### src/rtl/i2csw_pkg.sv
package i2csw_pkg;
  localparam int unsigned BYTE_W  = 8;
  localparam int unsigned CH_W    = 2;
  localparam int unsigned INT_W   = 2;
  localparam int unsigned INT_LSB = 4;
  localparam int unsigned CNT_W   = $clog2(BYTE_W + 1);

  typedef enum logic [2:0] {
    ST_IDLE,
    ST_ADDR,
    ST_ADDR_ACK,
    ST_WR,
    ST_WR_ACK,
    ST_RD,
    ST_RD_ACK,
    ST_SKIP
  } bus_state_e;
endpackage

### src/rtl/i2csw_rst_sync.sv
module i2csw_rst_sync #(
  parameter int unsigned STAGES = 2
) (
  input  logic clk,
  input  logic rst_n_i,
  output logic rst_n_o
);
  logic [STAGES-1:0] chain_q;
  logic [STAGES-1:0] chain_d;

  always_comb begin
    chain_d = {chain_q[STAGES-2:0], 1'b1};
  end

  always_ff @(posedge clk or negedge rst_n_i) begin
    if (!rst_n_i) chain_q <= '0;
    else          chain_q <= chain_d;
  end

  assign rst_n_o = chain_q[STAGES-1];
endmodule

### src/rtl/i2csw_sync.sv
module i2csw_sync #(
  parameter int unsigned    W       = 1,
  parameter int unsigned    STAGES  = 2,
  parameter logic [W-1:0]   RST_VAL = '0
) (
  input  logic         clk,
  input  logic         rst_n,
  input  logic [W-1:0] d_i,
  output logic [W-1:0] q_o
);
  logic [W-1:0] stg_q [STAGES];
  logic [W-1:0] stg_d [STAGES];

  always_comb begin
    stg_d[0] = d_i;
    for (int i = 1; i < STAGES; i++) stg_d[i] = stg_q[i-1];
  end

  always_ff @(posedge clk or negedge rst_n) begin
    if (!rst_n) begin
      for (int i = 0; i < STAGES; i++) stg_q[i] <= RST_VAL;
    end else begin
      for (int i = 0; i < STAGES; i++) stg_q[i] <= stg_d[i];
    end
  end

  assign q_o = stg_q[STAGES-1];
endmodule

### src/rtl/i2csw_bus_cond.sv
module i2csw_bus_cond (
  input  logic clk,
  input  logic rst_n,
  input  logic scl_s,
  input  logic sda_s,
  output logic scl_rise,
  output logic scl_fall,
  output logic start_det,
  output logic stop_det
);
  logic scl_q, sda_q;

  always_ff @(posedge clk or negedge rst_n) begin
    if (!rst_n) begin
      scl_q <= 1'b1;
      sda_q <= 1'b1;
    end else begin
      scl_q <= scl_s;
      sda_q <= sda_s;
    end
  end

  always_comb begin
    scl_rise  = scl_s & ~scl_q;
    scl_fall  = ~scl_s & scl_q;
    start_det = scl_s & scl_q & sda_q & ~sda_s;
    stop_det  = scl_s & scl_q & ~sda_q & sda_s;
  end
endmodule

### src/rtl/i2csw_target_fsm.sv
module i2csw_target_fsm
  import i2csw_pkg::*;
#(
  parameter logic [4:0] ADDR_PREFIX = 5'b11110
) (
  input  logic              clk,
  input  logic              rst_n,
  input  logic              scl_s,
  input  logic              sda_s,
  input  logic              scl_rise,
  input  logic              scl_fall,
  input  logic              start_det,
  input  logic              stop_det,
  input  logic [1:0]        addr_sel,
  input  logic [BYTE_W-1:0] rd_byte,
  output logic              sda_oe,
  output logic              wr_stb,
  output logic [CH_W-1:0]   wr_chan
);
  localparam logic [CNT_W-1:0] FULL = CNT_W'(BYTE_W);

  bus_state_e        state_q, state_d;
  logic [CNT_W-1:0]  bcnt_q, bcnt_d;
  logic [BYTE_W-1:0] shf_q, shf_d;
  logic              oe_q, oe_d;
  logic              rnw_q, rnw_d;
  logic              more_q, more_d;
  logic              addr_hit;

  assign addr_hit = (shf_q[BYTE_W-1:1] == {ADDR_PREFIX, addr_sel});

  always_comb begin
    state_d = state_q;
    bcnt_d  = bcnt_q;
    shf_d   = shf_q;
    oe_d    = oe_q;
    rnw_d   = rnw_q;
    more_d  = more_q;
    wr_stb  = 1'b0;
    if (stop_det) begin
      state_d = ST_IDLE;
      oe_d    = 1'b0;
      bcnt_d  = '0;
    end else if (start_det) begin
      state_d = ST_ADDR;
      oe_d    = 1'b0;
      bcnt_d  = '0;
    end else begin
      unique case (state_q)
        ST_ADDR, ST_WR: begin
          if (scl_rise && bcnt_q != FULL) begin
            shf_d  = {shf_q[BYTE_W-2:0], sda_s};
            bcnt_d = bcnt_q + 1'b1;
          end else if (scl_fall && bcnt_q == FULL) begin
            bcnt_d = '0;
            if (state_q == ST_ADDR) begin
              if (addr_hit) begin
                state_d = ST_ADDR_ACK;
                oe_d    = 1'b1;
                rnw_d   = shf_q[0];
              end else begin
                state_d = ST_SKIP;
              end
            end else begin
              wr_stb  = 1'b1;
              state_d = ST_WR_ACK;
              oe_d    = 1'b1;
            end
          end
        end
        ST_ADDR_ACK: begin
          if (scl_fall) begin
            if (rnw_q) begin
              state_d = ST_RD;
              shf_d   = rd_byte;
              oe_d    = ~rd_byte[BYTE_W-1];
            end else begin
              state_d = ST_WR;
              oe_d    = 1'b0;
            end
          end
        end
        ST_WR_ACK: begin
          if (scl_fall) begin
            state_d = ST_WR;
            oe_d    = 1'b0;
          end
        end
        ST_RD: begin
          if (scl_rise) begin
            bcnt_d = bcnt_q + 1'b1;
          end else if (scl_fall) begin
            if (bcnt_q == FULL) begin
              state_d = ST_RD_ACK;
              oe_d    = 1'b0;
              bcnt_d  = '0;
            end else begin
              shf_d = {shf_q[BYTE_W-2:0], 1'b0};
              oe_d  = ~shf_q[BYTE_W-2];
            end
          end
        end
        ST_RD_ACK: begin
          if (scl_rise) begin
            more_d = ~sda_s;
          end else if (scl_fall) begin
            if (more_q) begin
              state_d = ST_RD;
              shf_d   = rd_byte;
              oe_d    = ~rd_byte[BYTE_W-1];
            end else begin
              state_d = ST_SKIP;
            end
          end
        end
        default: ;
      endcase
    end
  end

  always_ff @(posedge clk or negedge rst_n) begin
    if (!rst_n) begin
      state_q <= ST_IDLE;
      bcnt_q  <= '0;
      shf_q   <= '0;
      oe_q    <= 1'b0;
      rnw_q   <= 1'b0;
      more_q  <= 1'b0;
    end else begin
      state_q <= state_d;
      bcnt_q  <= bcnt_d;
      shf_q   <= shf_d;
      oe_q    <= oe_d;
      rnw_q   <= rnw_d;
      more_q  <= more_d;
    end
  end

  assign sda_oe  = oe_q;
  assign wr_chan = shf_q[CH_W-1:0];

  // Our own SDA edges are placed only while SCL is low
  assert_oe_moves_scl_low_R3: assert property (@(posedge clk) disable iff (!rst_n)
    !$stable(oe_q) |-> !scl_s);
  // A stored data byte is acknowledged in the following cycle
  assert_ack_after_write_R3: assert property (@(posedge clk) disable iff (!rst_n)
    wr_stb |=> oe_q);
  // An ignored transaction never drives the bus
  assert_skip_silent_R10: assert property (@(posedge clk) disable iff (!rst_n)
    (state_q == ST_SKIP) |-> !oe_q);
endmodule

### src/rtl/i2csw_ctrl_reg.sv
module i2csw_ctrl_reg
  import i2csw_pkg::*;
(
  input  logic              clk,
  input  logic              rst_n,
  input  logic              wr_stb,
  input  logic [CH_W-1:0]   wr_chan,
  input  logic              stop_det,
  input  logic [INT_W-1:0]  int_s_n,
  output logic [CH_W-1:0]   chan_en,
  output logic [BYTE_W-1:0] rd_byte
);
  logic [CH_W-1:0] sel_q, sel_d;
  logic [CH_W-1:0] en_q, en_d;

  always_comb begin
    sel_d = wr_stb   ? wr_chan : sel_q;
    en_d  = stop_det ? sel_q   : en_q;
  end

  always_ff @(posedge clk or negedge rst_n) begin
    if (!rst_n) begin
      sel_q <= '0;
      en_q  <= '0;
    end else begin
      sel_q <= sel_d;
      en_q  <= en_d;
    end
  end

  always_comb begin
    rd_byte                    = '0;
    rd_byte[CH_W-1:0]          = sel_q;
    rd_byte[INT_LSB +: INT_W]  = ~int_s_n;
  end

  assign chan_en = en_q;

  // Enables move only at a STOP
  assert_en_hold_R5: assert property (@(posedge clk) disable iff (!rst_n)
    !stop_det |=> $stable(en_q));
  // At a STOP the enables take the stored selection
  assert_en_apply_R9: assert property (@(posedge clk) disable iff (!rst_n)
    stop_det |=> (en_q == $past(sel_q)));
  // A data byte never lands in the same cycle as a STOP
  assert_wr_not_at_stop_R4: assert property (@(posedge clk) disable iff (!rst_n)
    wr_stb |-> !stop_det);
endmodule

### src/rtl/i2csw_channel_switch.sv
module i2csw_channel_switch
  import i2csw_pkg::*;
#(
  parameter logic [4:0]  ADDR_PREFIX = 5'b11110,
  parameter int unsigned SYNC_STAGES = 2
) (
  input  logic       clk,
  input  logic       rst_n,
  input  logic       scl_i,
  input  logic       sda_i,
  output logic       sda_oe,
  input  logic [1:0] addr_sel,
  input  logic [1:0] int_n,
  output logic [1:0] chan_en
);
  logic              rst_n_s;
  logic [1:0]        bus_s;
  logic [INT_W-1:0]  int_s_n;
  logic              scl_rise, scl_fall, start_det, stop_det;
  logic              wr_stb;
  logic [CH_W-1:0]   wr_chan;
  logic [BYTE_W-1:0] rd_byte;

  i2csw_rst_sync #(.STAGES(SYNC_STAGES)) u_rst (
    .clk(clk), .rst_n_i(rst_n), .rst_n_o(rst_n_s)
  );

  i2csw_sync #(.W(2), .STAGES(SYNC_STAGES), .RST_VAL(2'b11)) u_bus_sync (
    .clk(clk), .rst_n(rst_n_s), .d_i({scl_i, sda_i}), .q_o(bus_s)
  );

  i2csw_sync #(.W(INT_W), .STAGES(SYNC_STAGES), .RST_VAL('1)) u_int_sync (
    .clk(clk), .rst_n(rst_n_s), .d_i(int_n), .q_o(int_s_n)
  );

  i2csw_bus_cond u_cond (
    .clk(clk), .rst_n(rst_n_s), .scl_s(bus_s[1]), .sda_s(bus_s[0]),
    .scl_rise(scl_rise), .scl_fall(scl_fall),
    .start_det(start_det), .stop_det(stop_det)
  );

  i2csw_target_fsm #(.ADDR_PREFIX(ADDR_PREFIX)) u_fsm (
    .clk(clk), .rst_n(rst_n_s), .scl_s(bus_s[1]), .sda_s(bus_s[0]),
    .scl_rise(scl_rise), .scl_fall(scl_fall),
    .start_det(start_det), .stop_det(stop_det),
    .addr_sel(addr_sel), .rd_byte(rd_byte),
    .sda_oe(sda_oe), .wr_stb(wr_stb), .wr_chan(wr_chan)
  );

  i2csw_ctrl_reg u_reg (
    .clk(clk), .rst_n(rst_n_s), .wr_stb(wr_stb), .wr_chan(wr_chan),
    .stop_det(stop_det), .int_s_n(int_s_n),
    .chan_en(chan_en), .rd_byte(rd_byte)
  );
endmodule

### config.mk
export PLATFORM = sky130hd
export DESIGN_NAME = i2csw_channel_switch
export DESIGN_NICKNAME = d
export VERILOG_FILES = /design/src/rtl/i2csw_pkg.sv /design/src/rtl/i2csw_rst_sync.sv /design/src/rtl/i2csw_sync.sv /design/src/rtl/i2csw_bus_cond.sv /design/src/rtl/i2csw_target_fsm.sv /design/src/rtl/i2csw_ctrl_reg.sv /design/src/rtl/i2csw_channel_switch.sv
export SDC_FILE = /design/constraint.sdc
export NUM_CORES = 1
export LEC_CHECK = 0
export ABC_AREA = 1
export BUFFER_PORTS_ARGS = -buffer_cell sky130_fd_sc_hd__buf_2
export CORE_ASPECT_RATIO = 0.5
export CORE_MARGIN = 10
export CORE_UTILIZATION = 30
export CTS_CLUSTER_SIZE = 10
export DETAILED_ROUTE_END_ITERATION = 7
export PLACE_DENSITY = 0.57
export SKIP_LAST_GASP = 1
export SLEW_MARGIN = 5
export SYNTH_ARGS = -nofsm -noshare
export SYNTH_HDL_FRONTEND = slang
export SYNTH_SLANG_ARGS = --single-unit
export TNS_END_PERCENT = 1
### constraint.sdc
create_clock -name clk -period 1.21 [get_ports clk]
set_input_delay 0.0605 -clock clk [delete_from_list [all_inputs] [get_ports clk]]
set_output_delay 0.0605 -clock clk [all_outputs]
set_load 0.01 [all_outputs]
Word level (Yosys, flattened, before mapping)
Cells that the tools add are included.
{ "word_totals": {"reg_bits": 34, "inputBits": 8, "out_inout_bits": 3} }
{ "classes": {"addsub": 1, "eq_ne": 32, "mux": 56, "n_bitwise": 16, "reduce_logical": 12} }
{ "ops": {"columns": ["operator", "count"], "rows": [
  ["$mux 8", 9],
  ["$mux 3", 14],
  ["$pmux 8 s4", 1],
  ["$mux 4", 7],
  ["$ne 4x2->1 const B", 7],
  ["$mux 1", 21],
  ["$ne 5x2->1 const B", 3],
  ["$pmux 3 s5", 1],
  ["$ne 2x1->1 const B", 6],
  ["$ne 4x3->1 const B", 3],
  ["$reduce_and 12->1", 1],
  ["$reduce_and 11->1", 1],
  ["$reduce_and 10->1", 1],
  ["$eq 3x3->1 const B", 3],
  ["$not 1->1", 8],
  ["$pmux 4 s2", 1],
  ["$reduce_and 4->1", 2],
  ["$reduce_bool 4->1", 2],
  ["$and 1x1->1", 7],
  ["$eq 7x7->1", 1],
  ["$reduce_and 7->1", 1],
  ["$reduce_bool 7->1", 1],
  ["$eq 3x2->1 const B", 2],
  ["$ne 2x2->1 const B", 3],
  ["10 further kinds", 11]
]} }

Depth between registers and ports, before layout
Gate-level depths: netlist of run 1.
{ "depth": {"ltp_word": 8, "depth_mapped": 11} }

Hierarchy
From an unflattened synthesis of run 1, not the netlist that was laid out.
{ "unflattened": {"cells_unflattened": 231, "hier_area_um2": 1839.3} }
{ "by_module_without_submodules": {"columns": ["module", "instances", "cells_per_inst", "area_each_um2", "seq_area_each_um2"], "rows": [
  ["i2csw_target_fsm", 1, 182, 1287.5, 450.4],
  ["i2csw_sync", 2, 4, 105.1, 105.1],
  ["i2csw_ctrl_reg", 1, 25, 193.9, 100.1],
  ["i2csw_bus_cond", 1, 13, 93.8, 52.6],
  ["i2csw_rst_sync", 1, 3, 53.8, 50.0]
]} }

Worst setup path before layout of run 1
No wires, ideal clock.
{ "synth_path": {"kind": "reg-to-reg", "startpoint": "reg u_bus_sync.stg_q (netlist bit u_bus_sync.q_o[1])", "endpoint": "reg u_fsm.state_q[1]", "setup_ns": 0.117, "t_arrival_ns": 1.490, "required_ns": 1.093, "path_slack_ns": -0.397, "stages_incl_launch_ff": 11, "period_less_slack_ns": 1.607, "path_cell_list": "dfstp_2 inv_1 ha_1 inv_1 nand4_1 inv_1 nor2_1 nand4_1 nand2_1 nand2_1 nand2_1"} }
{ "synth_via": {"elab_chain_len": 5, "elab_cells_between_ends": 23, "classes_between": "eq/ne (9); mux (2); bitwise (8); reduce/logical (4)"} }
{ "synth_rtl": {"columns": ["element", "line", "rtl"], "rows": [
  ["from (decl)", "i2csw_sync.sv:11", "logic [W-1:0] stg_q [STAGES];"],
  ["$and 1x1->1 / $not 1->1 (equally long branches)", "i2csw_bus_cond.sv:26, i2csw_bus_cond.sv:27, i2csw_bus_cond.sv:25", null],
  ["$and 1x1->1, on equally long branches", "i2csw_bus_cond.sv:26, i2csw_bus_cond.sv:25, i2csw_bus_cond.sv:27", null],
  ["$and 1x1->1 (tied with other cells)", "i2csw_bus_cond.sv:26", "start_det = scl_s & scl_q & sda_q & ~sda_s;"],
  ["$ne 4x2->1 (no line) (tied with other cells)", null, null],
  ["$reduce_and 10->1 (no line) / $mux 3 (equally long branches)", null, null],
  ["to (signal assigned)", "i2csw_target_fsm.sv:130", "state_q <= state_d;"],
  ["to (decl)", "i2csw_target_fsm.sv:22", "bus_state_e state_q, state_d;"]
]} }
Several ways; a longest one is shown, not always the timed one.
A chain may end at the register's enable or synchronous reset.

Final worst setup path of run 1
{ "layout_path": {"startpoint": "reg u_cond.scl_q", "endpoint": "reg u_fsm.shf_q[3]"} }
{ "layout_via": {"elab_chain_len": 5, "elab_cells_between_ends": 18, "classes_between": "eq/ne (6); bitwise (10); reduce/logical (2)"} }
{ "layout_rtl": {"columns": ["element", "line", "rtl"], "rows": [
  ["from (decl)", "i2csw_bus_cond.sv:11", "logic scl_q, sda_q;"],
  ["from (signal assigned)", "i2csw_bus_cond.sv:18", "scl_q <= scl_s;"],
  ["$and 1x1->1 / $not 1->1 (equally long branches)", "i2csw_bus_cond.sv:26, i2csw_bus_cond.sv:27, i2csw_bus_cond.sv:24", null],
  ["$and 1x1->1, on equally long branches", "i2csw_bus_cond.sv:27, i2csw_bus_cond.sv:24, i2csw_bus_cond.sv:26", null],
  ["$and 1x1->1 (tied with other cells)", "i2csw_bus_cond.sv:27", "stop_det = scl_s & scl_q & ~sda_q & sda_s;"],
  ["$not 1->1 (no line) / $ne 2x1->1 (equally long branches)", null, null],
  ["$reduce_and 12->1 (no line) (*)", null, null],
  ["to (signal assigned)", "i2csw_target_fsm.sv:125", "shf_q <= '0;"],
  ["to (signal assigned)", "i2csw_target_fsm.sv:132", "shf_q <= shf_d;"],
  ["to (decl)", "i2csw_target_fsm.sv:24", "logic [BYTE_W-1:0] shf_q, shf_d;"]
]} }
Every way passes the cells marked *; elsewhere a longest branch is shown, timed or not.

==> reports/metrics.cfg, run 1 <==
[run_status]
outcome = finished, violations left
violations_in_the_final_reports = setup timing

[place]
routabilityCongestion = 0.8592
post-place-ws_ns = -0.4654
dp.final_hpwl_um = 3712
dpl-instance-area_mm2 = 0.002516
port-buffer-count = 10

[clocking]
clock_tree_buffer_depth = 2
cts_buffer_count = 5
htree_num_levels = 2
clock-sinks = 34
cts_tree = built
clk_pin_slew_ns = 0.06
ctsRootBufferMaster = sky130_fd_sc_hd__clkbuf_16
worst_skew_pair.late_latency_ns = 0.28

[drt]
drt-vias-per-instance = 4.614
via_count = 1924
drc_errors = 0
drt-pass1-iter-count = 4
antenna_violating_nets_post_route = 0
drt_iter0_markers = 83
wl_per_cell_um = 12.36
routed_wirelength_um = 5154

[logic_synthesis]
synth_compound_gate_area_share = 0.07553
avgSynthCellArea_um2 = 7.954
synth-xor-area-share = 0.004370
post_synth_net_total = 265
synth-adder-area-share = 0.03121
synth_cells = 252
yosys-mux-area-fraction = 0
yosysSeqAreaShare = 0.4307
combinational_family_with_the_most_area_after_synthesis = simple AND/OR/NAND/NOR gates
ys_types = 31
yosys_synthesis_warning_count = 0
post_synthesis_cell_area_mm2 = 0.002004
yosys_register_bits = 34
synth-simple-area-share = 0.3720

[timing]
min_period_over_period = 1.403
fin_worst_setup_slack_ns = -0.4879
fmax_mhz = 589.0
hold_viol_final = 0
worst_hold_slack_ns = 0.08645
fin_worst_skew_ns = 0.006574
timing.final.crit_period_ns = 1.698
rsz_0062_raised_after_global_routing = yes
maxSlewViolCount = 0
setup_viol = 22

[floorplan]
floorplan.initialDensity = 0.3191
chipWidth_um = 135.6
floorplan.die_area_mm2 = 0.01055
coreArea_mm2 = 0.006281
die_height_um = 77.80
design.portCount = 11
floorplan.rows = 20

[critical_path]
kind_of_launch_point_of_the_worst_setup_path = flip-flop
critical-path-max-stage-delay_ns = 0.57
worstSetupEndpointType = flip-flop
worstPathCellList = ha_4 > inv_4 > nand4_1 > buf_4 > nand3_4 > nor2_8 > nand2_4 > nand2_1 > nand2_1
worst-path-buf-inv = 2
worstPathMaxFanout = 8
kind_of_critical_path = flip-flop to flip-flop
timing.critical_path.max_delay_family = simple AND/OR/NAND/NOR gates
timing.critical_path.slowest_stage_cell = sky130_fd_sc_hd__dfstp_2
critPathRequiredTime_ns = 1.38
critical-path-top-cell-by-count = sky130_fd_sc_hd__nand2_1
cp.arrival_ns = 1.87

[layout]
finalNetCount = 341
layout.cell_area.non_filler_mm2 = 0.002850
mostFrequentLayoutCells = sky130_fd_sc_hd__nand2_1 (70), sky130_fd_sc_hd__buf_4 (55), sky130_fd_sc_hd__nand3_1 (25)
antennaDiodeCount = 0
final_layout_size_suffix_gt1_frac = 0.3891
final_core_utilization = 0.4538
layout_commonest_cell = sky130_fd_sc_hd__nand2_1
synthToLayoutAreaGrowth_pct = 42.20

[power]
max-vdd-ir-drop_uv = 832.9
p_total_mw = 6.196
clockPowerShare = 0.209
power_density_mw_per_mm2 = 2174
seqPwrFrac = 0.260
comb_power_share = 0.531
static-leakage-power_nw = 1.455
p_sw_frac = 0.4080
power.net_switching_mw = 2.528
cell_internal_pwr_mw = 3.668

[global_routing]
global_route.overflow_total = 0
vias_in_the_first_global_route = 1880
wire_length_of_the_first_global_routing_pass_um = 8735
grt.total_usage = 0.09973
grt_start_max_net_pins = 33
grt_antenna_before_repair = 0

[run]
drv.max_cap_violation_count = 0

[hold_path]
holdCritPathClass = input pin to async pin

-- worst reg2reg max path, delay by kind of cell, from the launching register on --
family	cells	cell delay [ns]
fa+ha+maj	1	0.16
flops	1	0.57
buf+inv	2	0.19
simple gates	6	0.67
-- flip-flops by register name (all words and copies together) (netlist names) --
signal            count
u_bus_sync.q_o        2
u_rst.chain_q         2
u_fsm.shf_q           8
u_fsm.more_q          1
u_fsm.sda_oe          1
u_reg.chan_en         2
u_fsm.bcnt_q          4
u_bus_sync.stg_d      2
u_cond.sda_q          1
u_cond.scl_q          1
u_fsm.state_q         3
u_fsm.rnw_q           1
u_int_sync.q_o        2
u_int_sync.stg_d      2
u_reg.sel_q           2
-- final cells by class --
cell class,instances,area (um2)
Tap cell,88,110.1
Multi-Input combinational cell,182,1055
Timing Repair Buffer,71,533.0
Inverter,34,137.6
Sequential cell,34,863.3
Clock buffer,6,138.9
Fill cell,603,3431
Clock inverter,2,12.51
-- Yosys cell counts --
cell / instances / area [um2]
sky130_fd_sc_hd__nand2_1: 75 / 281.5
sky130_fd_sc_hd__inv_1: 25 / 93.84
sky130_fd_sc_hd__nand3_1: 25 / 125.1
sky130_fd_sc_hd__dfrtp_1: 24 / 600.6
sky130_fd_sc_hd__nor2_1: 19 / 71.32
sky130_fd_sc_hd__o21ai_0: 13 / 65.06
sky130_fd_sc_hd__dfstp_2: 10 / 262.8
sky130_fd_sc_hd__nand4_1: 8 / 50.05
sky130_fd_sc_hd__inv_2: 7 / 26.28
sky130_fd_sc_hd__a21oi_1: 6 / 30.03
sky130_fd_sc_hd__ha_1: 5 / 62.56
sky130_fd_sc_hd__nand2_2: 4 / 25.02
sky130_fd_sc_hd__nand3_2: 4 / 40.04
sky130_fd_sc_hd__buf_6: 3 / 33.78
sky130_fd_sc_hd__nand2_4: 3 / 33.78
sky130_fd_sc_hd__nor2_4: 3 / 33.78
sky130_fd_sc_hd__nand3b_1: 2 / 15.01
sky130_fd_sc_hd__nor2_8: 2 / 40.04
sky130_fd_sc_hd__o211ai_1: 2 / 15.01
sky130_fd_sc_hd__a211oi_1: 1 / 7.510
sky130_fd_sc_hd__a21oi_2: 1 / 8.760
sky130_fd_sc_hd__conb_1: 1 / 3.750
sky130_fd_sc_hd__inv_4: 1 / 6.260
sky130_fd_sc_hd__inv_6: 1 / 8.760
sky130_fd_sc_hd__nand3_4: 1 / 17.52
sky130_fd_sc_hd__nor2_2: 1 / 6.260
sky130_fd_sc_hd__o211ai_2: 1 / 12.51
sky130_fd_sc_hd__o21ai_1: 1 / 5.000
sky130_fd_sc_hd__o21bai_1: 1 / 7.510
sky130_fd_sc_hd__or2_0: 1 / 6.260
sky130_fd_sc_hd__xnor2_1: 1 / 8.760
-- worst paths after layout --
kind | cells after the start | slack, ns | from | to
hold / removal | 2 | 0.09 | rst_n | u_rst.chain_q[0]
hold reg to reg | 1 | 0.27 | u_rst.chain_q[1] | u_fsm.shf_q[3]
max in group asynchronous | 1 | 0.61 | u_rst.chain_q[1] | u_bus_sync.stg_d[0]
setup / recovery | 9 | -0.49 | u_cond.scl_q | u_fsm.shf_q[3]
setup reg to reg | 9 | -0.49 | u_cond.scl_q | u_fsm.shf_q[3]
min in group clk | 6 | 0.25 | addr_sel[1] | u_fsm.rnw_q
-- per-stage QoR --
stage          instances  TNS [ns]
3_5_place_dp         396    -8.600
5_1_grt              417    -11.09
2_1_floorplan        252    -5.289
4_1_cts              414    -8.589
3_3_place_gp         396    -7.935
6_report             417    -9.178
-- metal layers --
layer | GRT usage | share of wire
met5 | 0 | 0
met2 | 0.1651 | 0.49
met3 | 0.01992 | 0.037
met1 | 0.1261 | 0.45
met4 | 0.03526 | 0.018
-- what timing repair did --
| action | CTS | global route |
|---|---|---|
| gates resized for setup | 10 | 7 |
| hold buffers | 5 | 0 |
| setup buffers | 4 | 3 |
| endpoints found under the setup margin | 22 | 22 |
| endpoints found under the hold margin | 6 | 0 |
| cloned | 1 | 0 |
| pin swaps | 12 | 9 |
-- cells by family after synthesis --
group,after synthesis
XOR/XNOR,1
AND/OR/NAND/NOR,148
other,1
AO/OA/AOI/OAI,26
adder cells (fa/ha/maj),5
buffers and inverters,37
flip-flops,34
-- power groups by stage --
stage / combinational [mW] / sequential, mW / clock (mW)
2_1_floorplan: 1.97 / 1.56 / 0
3_3_place_gp: 3.00 / 1.61 / 0
3_5_place_dp: 3.05 / 1.61 / 0
4_1_cts: 3.19 / 1.61 / 1.32
5_1_grt: 3.64 / 1.65 / 1.38
6_report: 3.29 / 1.61 / 1.29
(Power assumes the default switching activity.)
==> run 2, diff against run 1 <==
- CORE_ASPECT_RATIO: 0.5 -> 0.6
- PLACE_DENSITY: 0.57 -> 0.59
- clock period: 1.21 -> 1.49 ns (I/O delays scaled with it)
==> reports/metrics.cfg, run 2 (synthesis gave the netlist of run 1 again) <==
[timing]
maxSlewViolCount = 0  ; unchanged
rsz_0062_raised_after_global_routing = yes
worst_hold_slack_ns = 0.07069  ; -0.01577 ns
min_period_over_period = 1.140  ; -0.2635
setup_viol = 20  ; -9.1%
hold_viol_final = 0  ; unchanged
fin_worst_setup_slack_ns = -0.2081  ; +0.2798 ns
fin_worst_skew_ns = 0.008040  ; +0.001466 ns
timing.final.crit_period_ns = 1.698  ; +0.0002290 ns
fmax_mhz = 588.9  ; about the same

[global_routing]
global_route.overflow_total = 0  ; unchanged
grt.total_usage = 0.09858  ; -0.001151
wire_length_of_the_first_global_routing_pass_um = 8625  ; -1.3%
grt_start_max_net_pins = 26  ; -21%
grt_antenna_before_repair = 0  ; unchanged
vias_in_the_first_global_route = 1702  ; -9.5%

[floorplan]
coreArea_mm2 = 0.006304  ; +0.36%
chipWidth_um = 125.5  ; -7.4%
floorplan.rows = 22  ; +10%
die_height_um = 83.32  ; +7.1%
floorplan.initialDensity = 0.3180  ; -0.001140
floorplan.die_area_mm2 = 0.01046  ; -0.86%
design.portCount = 11  ; unchanged

[critical_path]
worstSetupEndpointType = flip-flop
cp.arrival_ns = 1.89  ; +0.02 ns
kind_of_launch_point_of_the_worst_setup_path = flip-flop
kind_of_critical_path = flip-flop to flip-flop
worstPathMaxFanout = 8  ; unchanged
critPathRequiredTime_ns = 1.68  ; +0.30 ns

[layout]
fillers = 632  ; +4.8%
layout_top_registers = u_fsm.shf_q x8, u_fsm.bcnt_q x4, u_fsm.state_q x3
final-seq-area_um2 = 863.3  ; unchanged
largest_register_ff_count = 8  ; unchanged
final_core_utilization = 0.4184  ; -0.03536
final_layout_size_suffix_gt1_frac = 0.3235  ; -0.06553
mostFrequentLayoutCells = sky130_fd_sc_hd__nand2_1 (73), sky130_fd_sc_hd__buf_4 (30), sky130_fd_sc_hd__nand3_1 (25)
multi_input_comb_area_mm2 = 0.001008  ; -4.4%
antennaDiodeCount = 0  ; unchanged
finalNetCount = 318  ; -6.7%
synthToLayoutAreaGrowth_pct = 31.59
largest-register = u_fsm.shf_q
layout_commonest_cell = sky130_fd_sc_hd__nand2_1
layout.cell_area.non_filler_mm2 = 0.002638  ; -7.5%

[clocking]
cts_tree = built
clock-sinks = 34  ; unchanged
cts_buffer_count = 5  ; unchanged
htree_num_levels = 2  ; unchanged
clk_pin_slew_ns = 0.08  ; +0.02 ns
worst_skew_pair.late_latency_ns = 0.30  ; +0.02 ns
clock_tree_buffer_depth = 2  ; unchanged
ctsRootBufferMaster = sky130_fd_sc_hd__clkbuf_8

[place]
dp.final_hpwl_um = 3777  ; +1.7%
routabilityCongestion = 0.8631  ; +0.45%
post-place-ws_ns = -0.2356  ; +0.2299 ns
port-buffer-count = 10  ; unchanged
dpl-instance-area_mm2 = 0.002374  ; -5.7%

[drt]
wl_per_cell_um = 13.16  ; +6.5%
drc_errors = 0  ; unchanged
drt_iter0_markers = 168  ; +100%
antenna_violating_nets_post_route = 0  ; unchanged
via_count = 1802  ; -6.3%
drt-pass1-iter-count = 4  ; unchanged
routed_wirelength_um = 5133  ; -0.41%
drt-vias-per-instance = 4.621  ; +0.14%

[hold_path]
holdCritPathClass = input pin to async pin

[run]
drv.max_cap_violation_count = 0  ; unchanged

[power]
power_density_mw_per_mm2 = 1816  ; -16%
max-vdd-ir-drop_uv = 657.8  ; -21%
p_total_mw = 4.790  ; -23%
static-leakage-power_nw = 1.341  ; -7.9%

[run_status]
outcome = finished, violations left
violations_in_the_final_reports = setup timing

==> run 2: changes by cell type in the layout (fill, tap and decap cells not counted), moves of 2 or more <==
cell | before | now
sky130_fd_sc_hd__clkbuf_8 | 1 | 5
sky130_fd_sc_hd__buf_12 | 1 | 3
sky130_fd_sc_hd__clkbuf_16 | 5 | 0
sky130_fd_sc_hd__bufinv_16 | 0 | 2
sky130_fd_sc_hd__buf_4 | 55 | 30
sky130_fd_sc_hd__nand2_2 | 8 | 6
sky130_fd_sc_hd__nand2_1 | 70 | 73
sky130_fd_sc_hd__ha_4 | 3 | 1
sky130_fd_sc_hd__ha_2 | 0 | 2
==> run 2: power by group <==
part	internal [mW]	leakage, nW	switching, mW
Sequential	1.13	0.414	0.169
Combinational	0.980	0.858	1.45
Clock	0.671	0.0683	0.387
==> run 2: what timing repair did <==
action	4_1_cts	5_1_grt
hold endpoints to repair	6	0
setup endpoints to repair	20	20
gates cloned	1	0
hold buffers	5	0
buffers inserted	3	1
pin swaps	5	4
gates resized for setup	2	5
==> run 2: worst paths after layout <==
| check | start | endpoint | slack [ns] | cells past startpoint |
|---|---|---|---|---|
| setup / recovery | u_cond.scl_q | u_fsm.shf_q[4] | -0.21 | 8 |
| hold / removal | rst_n | u_rst.chain_q[0] | 0.07 | 2 |
| setup reg to reg | u_cond.scl_q | u_fsm.shf_q[4] | -0.21 | 8 |
| hold reg to reg | u_rst.chain_q[1] | u_reg.chan_en[0] | 0.15 | 0 |
| max in group asynchronous | u_rst.chain_q[1] | u_cond.scl_q | 0.80 | 1 |
| min in group clk | addr_sel[1] | u_fsm.rnw_q | 0.23 | 6 |
==> run 2: stage by stage <==
stage               std cells  TNS [ns]
floorplan                 252   -0.4822
global placement          372    -2.445
detailed placement        372    -3.166
CTS                       389    -2.972
global route              390    -5.579
finish                    390    -3.218
==> run 2: layer usage <==
metal,GRT usage,vias to the layer above,part of all wire
met5,0,-,0
met4,0.02692,0,0.0092
met3,0.02728,5,0.054
met2,0.1263,41,0.38
met1,0.1508,844,0.56
li1,-,912,-
==> run 2: cell type report <==
cell class	instances	share of cell area
Multi-Input combinational cell	182	0.3824
Sequential cell	34	0.3273
Timing Repair Buffer	48	0.1461
Inverter	34	0.05218
Tap cell	84	0.03985
Clock buffer	5	0.02609
Clock inverter	3	0.02609
==> run 2: critical path, cell delays in order, from the launching register on <==
cell and delay [ns]:
sky130_fd_sc_hd__dfstp_2 0.56, sky130_fd_sc_hd__ha_2 0.21, sky130_fd_sc_hd__inv_4 0.05, sky130_fd_sc_hd__o211ai_1 0.19, sky130_fd_sc_hd__nand2_2 0.15, sky130_fd_sc_hd__nor2_8 0.19
sky130_fd_sc_hd__nand2_4 0.11, sky130_fd_sc_hd__nand2_1 0.07, sky130_fd_sc_hd__nand2_1 0.05
